## src/rtl/i2csh_pkg.sv

```systemverilog
package i2csh_pkg;
    typedef enum logic {
        LAYOUT_STD   = 1'b0,
        LAYOUT_SPLIT = 1'b1
    } layout_e;

    // Reload value for the delay counter: code n means n+1 ticks.
    function automatic logic [3:0] dly_reload(input logic [2:0] code);
        return {1'b0, code} + 4'd1;
    endfunction
endpackage

```

## src/rtl/i2csh_tx.sv

```systemverilog
module i2csh_tx #(
    parameter int DW    = 8,
    parameter int DLY_W = 3
) (
    input  logic             clk,
    input  logic             rst_n,
    input  logic             active,
    input  logic             preset_ok,
    input  logic             scl_fall,
    input  logic             div_tick,
    input  logic [DLY_W-1:0] dly_sel,
    input  logic             preset_we,
    input  logic             preset_level,
    input  logic             tx_load,
    input  logic [DW:0]      tx_data,
    output logic             level
);
    localparam int SW = DW + 1;
    localparam int CW = DLY_W + 1;

    typedef struct packed {
        logic [SW-1:0] shift;
        logic          lvl;
        logic          pend;
        logic          plvl;
        logic [CW-1:0] dcnt;
    } tx_st_t;

    tx_st_t st_q, st_d;
    logic   nbit;

    always_comb begin
        st_d = st_q;
        nbit = st_q.shift[SW-1];
        // pending level counts down on divider ticks
        if (st_q.pend && div_tick) begin
            if (st_q.dcnt == CW'(1)) begin
                st_d.lvl  = st_q.plvl;
                st_d.pend = 1'b0;
            end else begin
                st_d.dcnt = st_q.dcnt - CW'(1);
            end
        end
        if (active && scl_fall) begin
            st_d.shift = {st_q.shift[SW-2:0], 1'b1};
            if (st_q.pend) begin
                st_d.lvl = st_q.plvl;
            end
            if (dly_sel == '0) begin
                st_d.lvl  = nbit;
                st_d.pend = 1'b0;
            end else begin
                st_d.plvl = nbit;
                st_d.pend = 1'b1;
                st_d.dcnt = {1'b0, dly_sel} + CW'(1);
            end
        end
        if (tx_load) begin
            st_d.shift = tx_data;
        end
        if (preset_we && preset_ok) begin
            st_d.lvl  = preset_level;
            st_d.pend = 1'b0;
        end
    end

    always_ff @(posedge clk) begin
        if (!rst_n) begin
            st_q.shift <= '1;
            st_q.lvl   <= 1'b1;
            st_q.pend  <= 1'b0;
            st_q.plvl  <= 1'b1;
            st_q.dcnt  <= '0;
        end else begin
            st_q <= st_d;
        end
    end

    assign level = st_q.lvl;
endmodule

```

## src/rtl/i2csh_rx.sv

```systemverilog
module i2csh_rx #(
    parameter int DW = 8
) (
    input  logic                clk,
    input  logic                rst_n,
    input  logic                active,
    input  logic                scl_rise,
    input  logic                sda_in,
    input  logic                restart,
    input  i2csh_pkg::layout_e  layout,
    input  logic                ack_std_view,
    output logic [DW:0]         word,
    output logic                done
);
    localparam int SW   = DW + 1;
    localparam int CNTW = $clog2(SW + 1);

    typedef struct packed {
        logic [SW-1:0]   raw;
        logic [CNTW-1:0] cnt;
        logic [SW-1:0]   word;
        logic            done;
    } rx_st_t;

    rx_st_t        st_q, st_d;
    logic [SW-1:0] sh;
    logic          split;

    always_comb begin
        st_d      = st_q;
        st_d.done = 1'b0;
        sh        = {st_q.raw[SW-2:0], sda_in};
        split     = (layout == i2csh_pkg::LAYOUT_SPLIT);
        if (active && scl_rise) begin
            st_d.raw = sh;
            if (st_q.cnt == CNTW'(DW)) begin
                st_d.cnt  = '0;
                st_d.done = 1'b1;
                if (split && !ack_std_view) begin
                    st_d.word = {sh[1], sh[0], sh[SW-1:2]};
                end else begin
                    st_d.word = {sh[0], sh[SW-1:1]};
                end
            end else begin
                st_d.cnt = st_q.cnt + CNTW'(1);
                if (split && (st_q.cnt == CNTW'(DW - 1))) begin
                    st_d.word = {sh[0], 1'b0, sh[DW-1:1]};
                end
            end
        end
        if (restart) begin
            st_d.cnt = '0;
        end
    end

    always_ff @(posedge clk) begin
        if (!rst_n) begin
            st_q <= '0;
        end else begin
            st_q <= st_d;
        end
    end

    assign word = st_q.word;
    assign done = st_q.done;
endmodule

```

## src/rtl/i2c_byte_shifter.sv

```systemverilog
module i2c_byte_shifter #(
    parameter int DW    = 8,
    parameter int DLY_W = 3
) (
    input  logic             clk,
    input  logic             rst_n,
    input  logic             i2c_mode,
    input  logic             enable,
    input  logic             scl_fall,
    input  logic             scl_rise,
    input  logic             div_tick,
    input  logic [DLY_W-1:0] dly_sel,
    input  logic             sda_release,
    input  logic             preset_we,
    input  logic             preset_level,
    input  logic             tx_load,
    input  logic [DW:0]      tx_data,
    input  logic             split_pack,
    input  logic             ack_std_view,
    input  logic             sda_in,
    output logic             sda_drive_low,
    output logic [DW:0]      rx_word,
    output logic             rx_done
);
    logic               active;
    logic               preset_ok;
    logic               level;
    i2csh_pkg::layout_e layout;

    assign active    = i2c_mode & enable;
    assign preset_ok = i2c_mode & ~enable;
    assign layout    = split_pack ? i2csh_pkg::LAYOUT_SPLIT : i2csh_pkg::LAYOUT_STD;

    i2csh_tx #(.DW(DW), .DLY_W(DLY_W)) u_tx (
        .clk          (clk),
        .rst_n        (rst_n),
        .active       (active),
        .preset_ok    (preset_ok),
        .scl_fall     (scl_fall),
        .div_tick     (div_tick),
        .dly_sel      (dly_sel),
        .preset_we    (preset_we),
        .preset_level (preset_level),
        .tx_load      (tx_load),
        .tx_data      (tx_data),
        .level        (level)
    );

    i2csh_rx #(.DW(DW)) u_rx (
        .clk          (clk),
        .rst_n        (rst_n),
        .active       (active),
        .scl_rise     (scl_rise),
        .sda_in       (sda_in),
        .restart      (tx_load),
        .layout       (layout),
        .ack_std_view (ack_std_view),
        .word         (rx_word),
        .done         (rx_done)
    );

    assign sda_drive_low = ~sda_release & ~level;
endmodule

```

## config.mk

```make
export PLATFORM = sky130hd
export DESIGN_NAME = i2c_byte_shifter
export DESIGN_NICKNAME = d
export VERILOG_FILES = /design/src/rtl/i2csh_pkg.sv /design/src/rtl/i2csh_tx.sv /design/src/rtl/i2csh_rx.sv /design/src/rtl/i2c_byte_shifter.sv
export SDC_FILE = /design/constraint.sdc
export NUM_CORES = 1
export LEC_CHECK = 0
export BUFFER_PORTS_ARGS = -buffer_cell sky130_fd_sc_hd__buf_2
export CAP_MARGIN = 10
export CORE_UTILIZATION = 59
export DETAILED_ROUTE_END_ITERATION = 8
export PLACE_DENSITY = 0.9
export SLEW_MARGIN = 5
export SYNTH_ARGS = -nofsm -noshare
export SYNTH_HDL_FRONTEND = slang
export SYNTH_SLANG_ARGS = --single-unit
```

## constraint.sdc

```tcl
create_clock -name clk -period 3.4 [get_ports clk]
set_input_delay 0 -clock clk [delete_from_list [all_inputs] [get_ports clk]]
set_output_delay 0 -clock clk [all_outputs]
set_load 0.01 [all_outputs]
```

==> out/qor.yml, run 1 <==
crit_path_max_fanout: 8
dr.first_iter.drc_count: 59
vdd_drop_max_mv: 0.295
min_path_cells: 3
insertion_delay_ns: 0.34
r2r_cells: 6
drv_cap: 0
place_hpwl_um: 2480
finalCritPeriodShare: 0.611
grt_pass1_wl_um: 6460
io_pins: 37
cp_top_family: "simple AND/OR/NAND/NOR gates"
cp_num_cells: 6
die_height_um: 59.1
setup_viol: 0
report.final.slew_viol_count: 0
synthArstFlopShare: 0
cts.sinks: 38
rsz0062_at_grt: "false"
first_global_vias: 1512
cts_tree: "done"
cts_resized: 0
synth_enable_flop_cells: 0
die-area_um2: 3500
core_area_um2: 3080
syn-cell-area_um2: 1930
worstPathRequired_ns: 3.61
synth_top_area_share: 0.395
hold_class: "input port to flip-flop"
antenna_found_initial: 0
slew_headroom: 0.380
holdCritStartpoint: "div_tick"
row_count: 20
worstReg2RegStart: "u_rx.st_q[10]"
finClkSkew_ns: 0.00307
endpoint_kind: "flip-flop"
synth_area_leader_cell: "dfxtp_1"
path_cells: "inv_1 > ha_1 > nand3b_1 > nor2b_1 > mux2i_1 > a21oi_1"
fin_tns_setup_ns: 0
cts_root_buf: "clkbuf_4"
overflow: 0
status: "finished, final reports clean"
fin_cells: 296
first_pass_iters: 4
gp_congestion: 0.883
io_buffers: 36
routed-via-count: 1577
cts_max_path_buffers: 2
regToRegSetupSlack_ns: 1.32
final_util: 0.718
fmax_mhz: 481
route.detailed.drc: 0
postCtsSetupBuffers: 0
antenna_left: 0
synth_common_cells: "dfxtp_1 (38), nand2_1 (38), mux2i_1 (19)"
routed_via_density: 5.33
seq_area_frac_synth: 0.395
yosys_most_used_dff: "dfxtp_1"
ys_seq_elements: 38
areaGrowthSynthToFinish_pct: 14.8
grt_max_degree: 37
synth_area_leaders: "dfxtp_1 (40%), mux2i_1 (9.9%), nand2_1 (7.4%)"
synth_fp_nets: 249
place_inst: 275
wl_per_cell_um: 12.9
critPathLaunchType: "flip-flop"
diodes: 0
layout-drive-gt1-share: 0.222
final_nets: 283
slowest_delay_ns: 0.79
cpMaxStageDelayCell: "nor2b_1"
ys_warn_count: 0
start_util: 0.626
clkTransAtPathRegs_ns: 0.11
p_leak_nw: 0.907
layout_min_cycle_time_ns: 2.08
cts_made_buffers: 5
setup.worst_path.class: "flip-flop to flip-flop"
crit_arrival_ns: 2.29
hold_viol_final: 0
whs_endpoint: "u_tx.st_q[1]"
regToRegEndpoint: "u_rx.word[0]"
grt_usage: 0.245
synth_cell_type_count: 36
cp_num_buf_inv: 1
h-tree-depth: 2
worstMarginPinSlew_ns: 0.928
drt-total-wl_um: 3830
syn_inst: 217
p_per_area_nw_per_um2: 363
synth.avg_cell_area_um2: 8.87
fp.dieW_um: 59.1
cells by family after synthesis:
kind of cell	Yosys count	synth area share
buffers and inverters	28	0.0845
AOI/OAI and AO/OA	41	0.136
DFF	38	0.395
muxes	28	0.151
and+or+nand+nor	72	0.176
adders and majority gates	6	0.0390
xor gates and xnor gates	4	0.0182
final cells by class:
class | instances | area (um^2)
Fill cell | 232 | 867
Clock buffer | 7 | 55.1
Sequential cell | 38 | 761
Tap cell | 44 | 55.1
Multi-Input combinational cell | 151 | 1000
Clock inverter | 1 | 5.00
Inverter | 6 | 22.5
Timing Repair Buffer | 49 | 310
metrics by stage:
step           cell area (um^2)  setup slack, ns  hold WS, ns  total power [W]
6_report                   2210             1.32       0.0281         0.000803
5_1_grt                    2210             1.17       0.0322         0.000846
4_1_cts                    2210             1.34       0.0187         0.000804
3_5_place_dp               2020             1.36        0.220         0.000556
3_3_place_gp               2020             1.42        0.212         0.000553
2_1_floorplan              1930             2.01       0.0429         0.000530
repair_timing:
item | 4_1_cts | 5_1_grt
hold endpoints to repair | 14 | 0
endpoints found under the setup margin | 0 | 0
hold buffers | 13 | 0
sequential cells by signal (all words and copies together), names as in the netlist:
name,cells
u_rx.st_q,4
u_rx.word,9
u_tx.level,1
u_tx.st_q,14
u_tx.nbit,1
u_rx.sh,8
u_rx.done,1
metal layers:
layer | GRT usage | part of all wire | wire length [um]
met3 | 0.0786 | 0.040 | 152
met4 | 0.0714 | 0.014 | 55
met5 | 0 | 0 | 0
met2 | 0.433 | 0.50 | 1930
met1 | 0.283 | 0.44 | 1700
cell usage in the layout (no fill, tap or decap), drive strengths merged, types with 7 or more instances in the layout:
| master | netlist | layout |
|---|---|---|
| dlygate4sd3 | 0 | 13 |
| dfxtp | 38 | 38 |
| nand2 | 38 | 38 |
| buf | 14 | 36 |
| clkbuf | 8 | 7 |
| mux2 | 9 | 9 |
| a21oi | 13 | 13 |
| o21ai | 9 | 9 |
| nor2 | 7 | 7 |
| mux2i | 19 | 19 |
| a21boi | 10 | 10 |
worst max path at each step:
stage | from | endpoint | slack, ns
after floorplan | u_rx.st_q[10] | u_rx.word[5] | 2.01
after global placement | u_rx.st_q[10] | u_rx.word[3] | 1.42
after detailed placement | u_rx.st_q[10] | u_rx.word[5] | 1.36
after CTS | u_rx.st_q[10] | u_rx.word[0] | 1.34
after global routing | u_rx.st_q[10] | u_rx.word[8] | 1.17
final | u_rx.st_q[10] | u_rx.word[0] | 1.32
worst min-delay path: cells and delay by family:
kind,cells,cell delay (ns)
buffers and inverters,1,0.12
AO/OA/AOI/OAI,2,0.21
power by group:
| group | switching, W | internal (W) |
|---|---|---|
| combinational | 0.0000448 | 0.0000500 |
| clock | 0.000143 | 0.000100 |
| sequential | 0.00000812 | 0.000457 |
| total | 0.000196 | 0.000607 |
No activity file was read; power rests on OpenSTA's default activity.
==> inputs of run 2 (changes only) <==
Settings changed: ABC_AREA set to 1, CORE_UTILIZATION 59 to 49, PLACE_DENSITY 0.9 to 0.81.
Clock period 3.4 ns to 1.8 ns, I/O delays scaled along.
==> out/qor.yml, run 2 <==
grt_usage: 0.204  # -0.0414
routed.top_layer: "met4"
place_hpwl_um: 2830  # +14%
antenna_found_initial: 0  # unchanged
ys_seq_elements: 38  # unchanged
final_util: 0.610  # -0.108
synth_fp_nets: 291  # +17%
postCtsSetupBuffers: 0  # unchanged
cts_made_buffers: 5  # unchanged
total_power_w: 0.00169  # +110%
fin_tns_setup_ns: 0  # unchanged
insertion_delay_ns: 0.28  # -0.06 ns
io_pins: 37  # unchanged
synth_cell_type_count: 33  # -8.3%
clkTransAtPathRegs_ns: 0.07  # -0.04 ns
grt_pass1_wl_um: 6780  # +4.9%
worstMarginPinSlew_ns: 0.499  # -0.430 ns
antenna_left: 0  # unchanged
hold_viol_final: 0  # unchanged
dr.first_iter.drc_count: 95  # +61%
wl_met3_um: 119  # -22%
p_per_area_nw_per_um2: 738  # +100%
rsz0062_at_grt: "false"
slew_headroom: 0.667  # +0.287
fp.dieW_um: 65.4  # +11%
min_path_cells: 3  # unchanged
areaGrowthSynthToFinish_pct: 16.1
fin_cells: 346  # +17%
hold_class: "input port to flip-flop"
yosys_most_used_dff: "dfxtp_1"
diodes: 0  # unchanged
grt_max_degree: 24  # -35%
status: "finished, final reports clean"
r2r_cells: 9  # +3
first_pass_iters: 4  # unchanged
seq_area_frac_synth: 0.387  # -0.00854
layout_min_cycle_time_ns: 1.44  # -0.635 ns
setup.worst_path.class: "flip-flop to flip-flop"
endpoint_kind: "flip-flop"
vdd_drop_max_mv: 0.560  # +90%
die-area_um2: 4270  # +22%
report.final.slew_viol_count: 0  # unchanged
worstPathRequired_ns: 2.02  # -1.59 ns
finalCritPeriodShare: 0.801  # +0.190
drt-total-wl_um: 3910  # +2.2%
yosysMostFrequentCell: "nand2_1"
synthArstFlopShare: 0  # unchanged
syn-cell-area_um2: 1970  # +2.2%
ys_warn_count: 0  # unchanged
synth_enable_flop_cells: 0  # unchanged
io_buffers: 36  # unchanged
cts_tree: "done"
gp_congestion: 0.860  # -2.5%
route.detailed.drc: 0  # unchanged
drv_cap: 0  # unchanged
layout-drive-gt1-share: 0.225  # +0.00261
overflow: 0  # unchanged
place_inst: 328  # +19%
synth_top_area_share: 0.387  # -0.00854
layout_commonest_cell: "nand2_1"
cts.sinks: 38  # unchanged
crit_arrival_ns: 1.66  # -0.63 ns
routed_via_density: 4.95  # -7.1%
p_leak_nw: 1.05  # +16%
fin_area_um2: 2280  # +3.3%
regMostFlops: "u_tx.st_q"
place_area_um2: 2090  # +3.6%
syn_inst: 259  # +19%
synth_area_leader_cell: "dfxtp_1"
wl_met1_um: 1840  # +8.4%
fmax_mhz: 693  # +44%
synth_common_cells: "nand2_1 (50), dfxtp_1 (38), inv_1 (32)"
setup_viol: 0  # unchanged
synth_area_leaders: "dfxtp_1 (39%), nand2_1 (9.5%), inv_1 (6.1%)"
h-tree-depth: 2  # unchanged
layout_common_cells: "nand2_1 (50), dfxtp_1 (38), buf_2 (36)"
first_global_vias: 1634  # +8.1%
crit_path_max_fanout: 11  # +3
cts_root_buf: "clkbuf_8"
largest_reg_flops: 14  # unchanged
start_util: 0.526  # -0.0999
row_count: 22  # +10%
finClkSkew_ns: 0.00953  # +0.00646 ns
wl_per_cell_um: 11.3  # -13%
core_area_um2: 3740  # +22%
routed-via-count: 1713  # +8.6%
final_nets: 329  # +16%
synth.avg_cell_area_um2: 7.60  # -14%
critPathLaunchType: "flip-flop"
die_height_um: 65.4  # +11%
cts_max_path_buffers: 2  # unchanged
wl_met2_um: 1940  # +0.99%
-- run 2: changes by cell type after synthesis, sizes merged, moves of 10 or more --
cell,previous run,this run
a21boi,10,0
inv,6,35
mux2i,19,0
nand2,38,52
nand3,6,16
nor2,7,21
o21ai,9,27
-- run 2: cell families after synthesis --
logic type	share of synthesized area
AO/OA/AOI/OAI	0.191
XOR/XNOR	0.00890
adder cells (fa/ha/maj)	0.0381
buffers and inverters	0.134
flip-flops	0.387
AND/OR/NAND/NOR	0.241
-- run 2: layout make-up --
type,instances,area [um^2]
inverter,35,134
clock buffer,7,86.3
multi-input combinational,169,943
fill,340,1460
sequential,38,761
clock inverter,1,5.00
timing repair buffer,48,295
tap,48,60.1
-- run 2: metal layers --
metal	up-vias	global-route usage
met5	-	0
met2	27	0.362
met4	0	0.0408
li1	912	-
met1	772	0.244
met3	2	0.0573
-- run 2: timing repair --
action,4_1_cts,5_1_grt
gates resized for setup,0,0
hold buffers,10,0
setup endpoints to repair,0,0
endpoints found under the hold margin,10,0
-- run 2: path summary, 6_finish.rpt --
| path | startpoint | end | slack [ns] |
|---|---|---|---|
| setup reg to reg | u_rx.st_q[10] | u_rx.word[2] | 0.36 |
| hold / removal | dly_sel[1] | u_tx.st_q[3] | 0.02 |
| hold reg to reg | u_rx.sh[4] | u_rx.sh[4] | 0.47 |
| setup / recovery | u_rx.st_q[10] | u_rx.word[2] | 0.36 |
-- run 2: report_power, final --
group / total, W / internal (W) / switching (W)
combinational: 0.000199 / 0.0000871 / 0.000112
sequential: 0.000897 / 0.000875 / 0.0000222
clock: 0.000591 / 0.000309 / 0.000282
-- run 2: critical path, cell delays in order, from the launching register on --
cell and delay [ns]:
dfxtp_1 0.37, inv_1 0.08, ha_1 0.22, nand3b_4 0.12, inv_2 0.06, nand2_4 0.08, nand2_4 0.10, inv_2 0.14
nand2_1 0.09, a21oi_2 0.13
-- run 2: per-stage QoR --
step	hold slack (ns)	setup WS, ns
finish	0.0192	0.358
global route	0.0132	0.208
CTS	0.0119	0.342
detailed placement	0.232	0.356
global placement	0.225	0.426
floorplan	0.0429	0.489
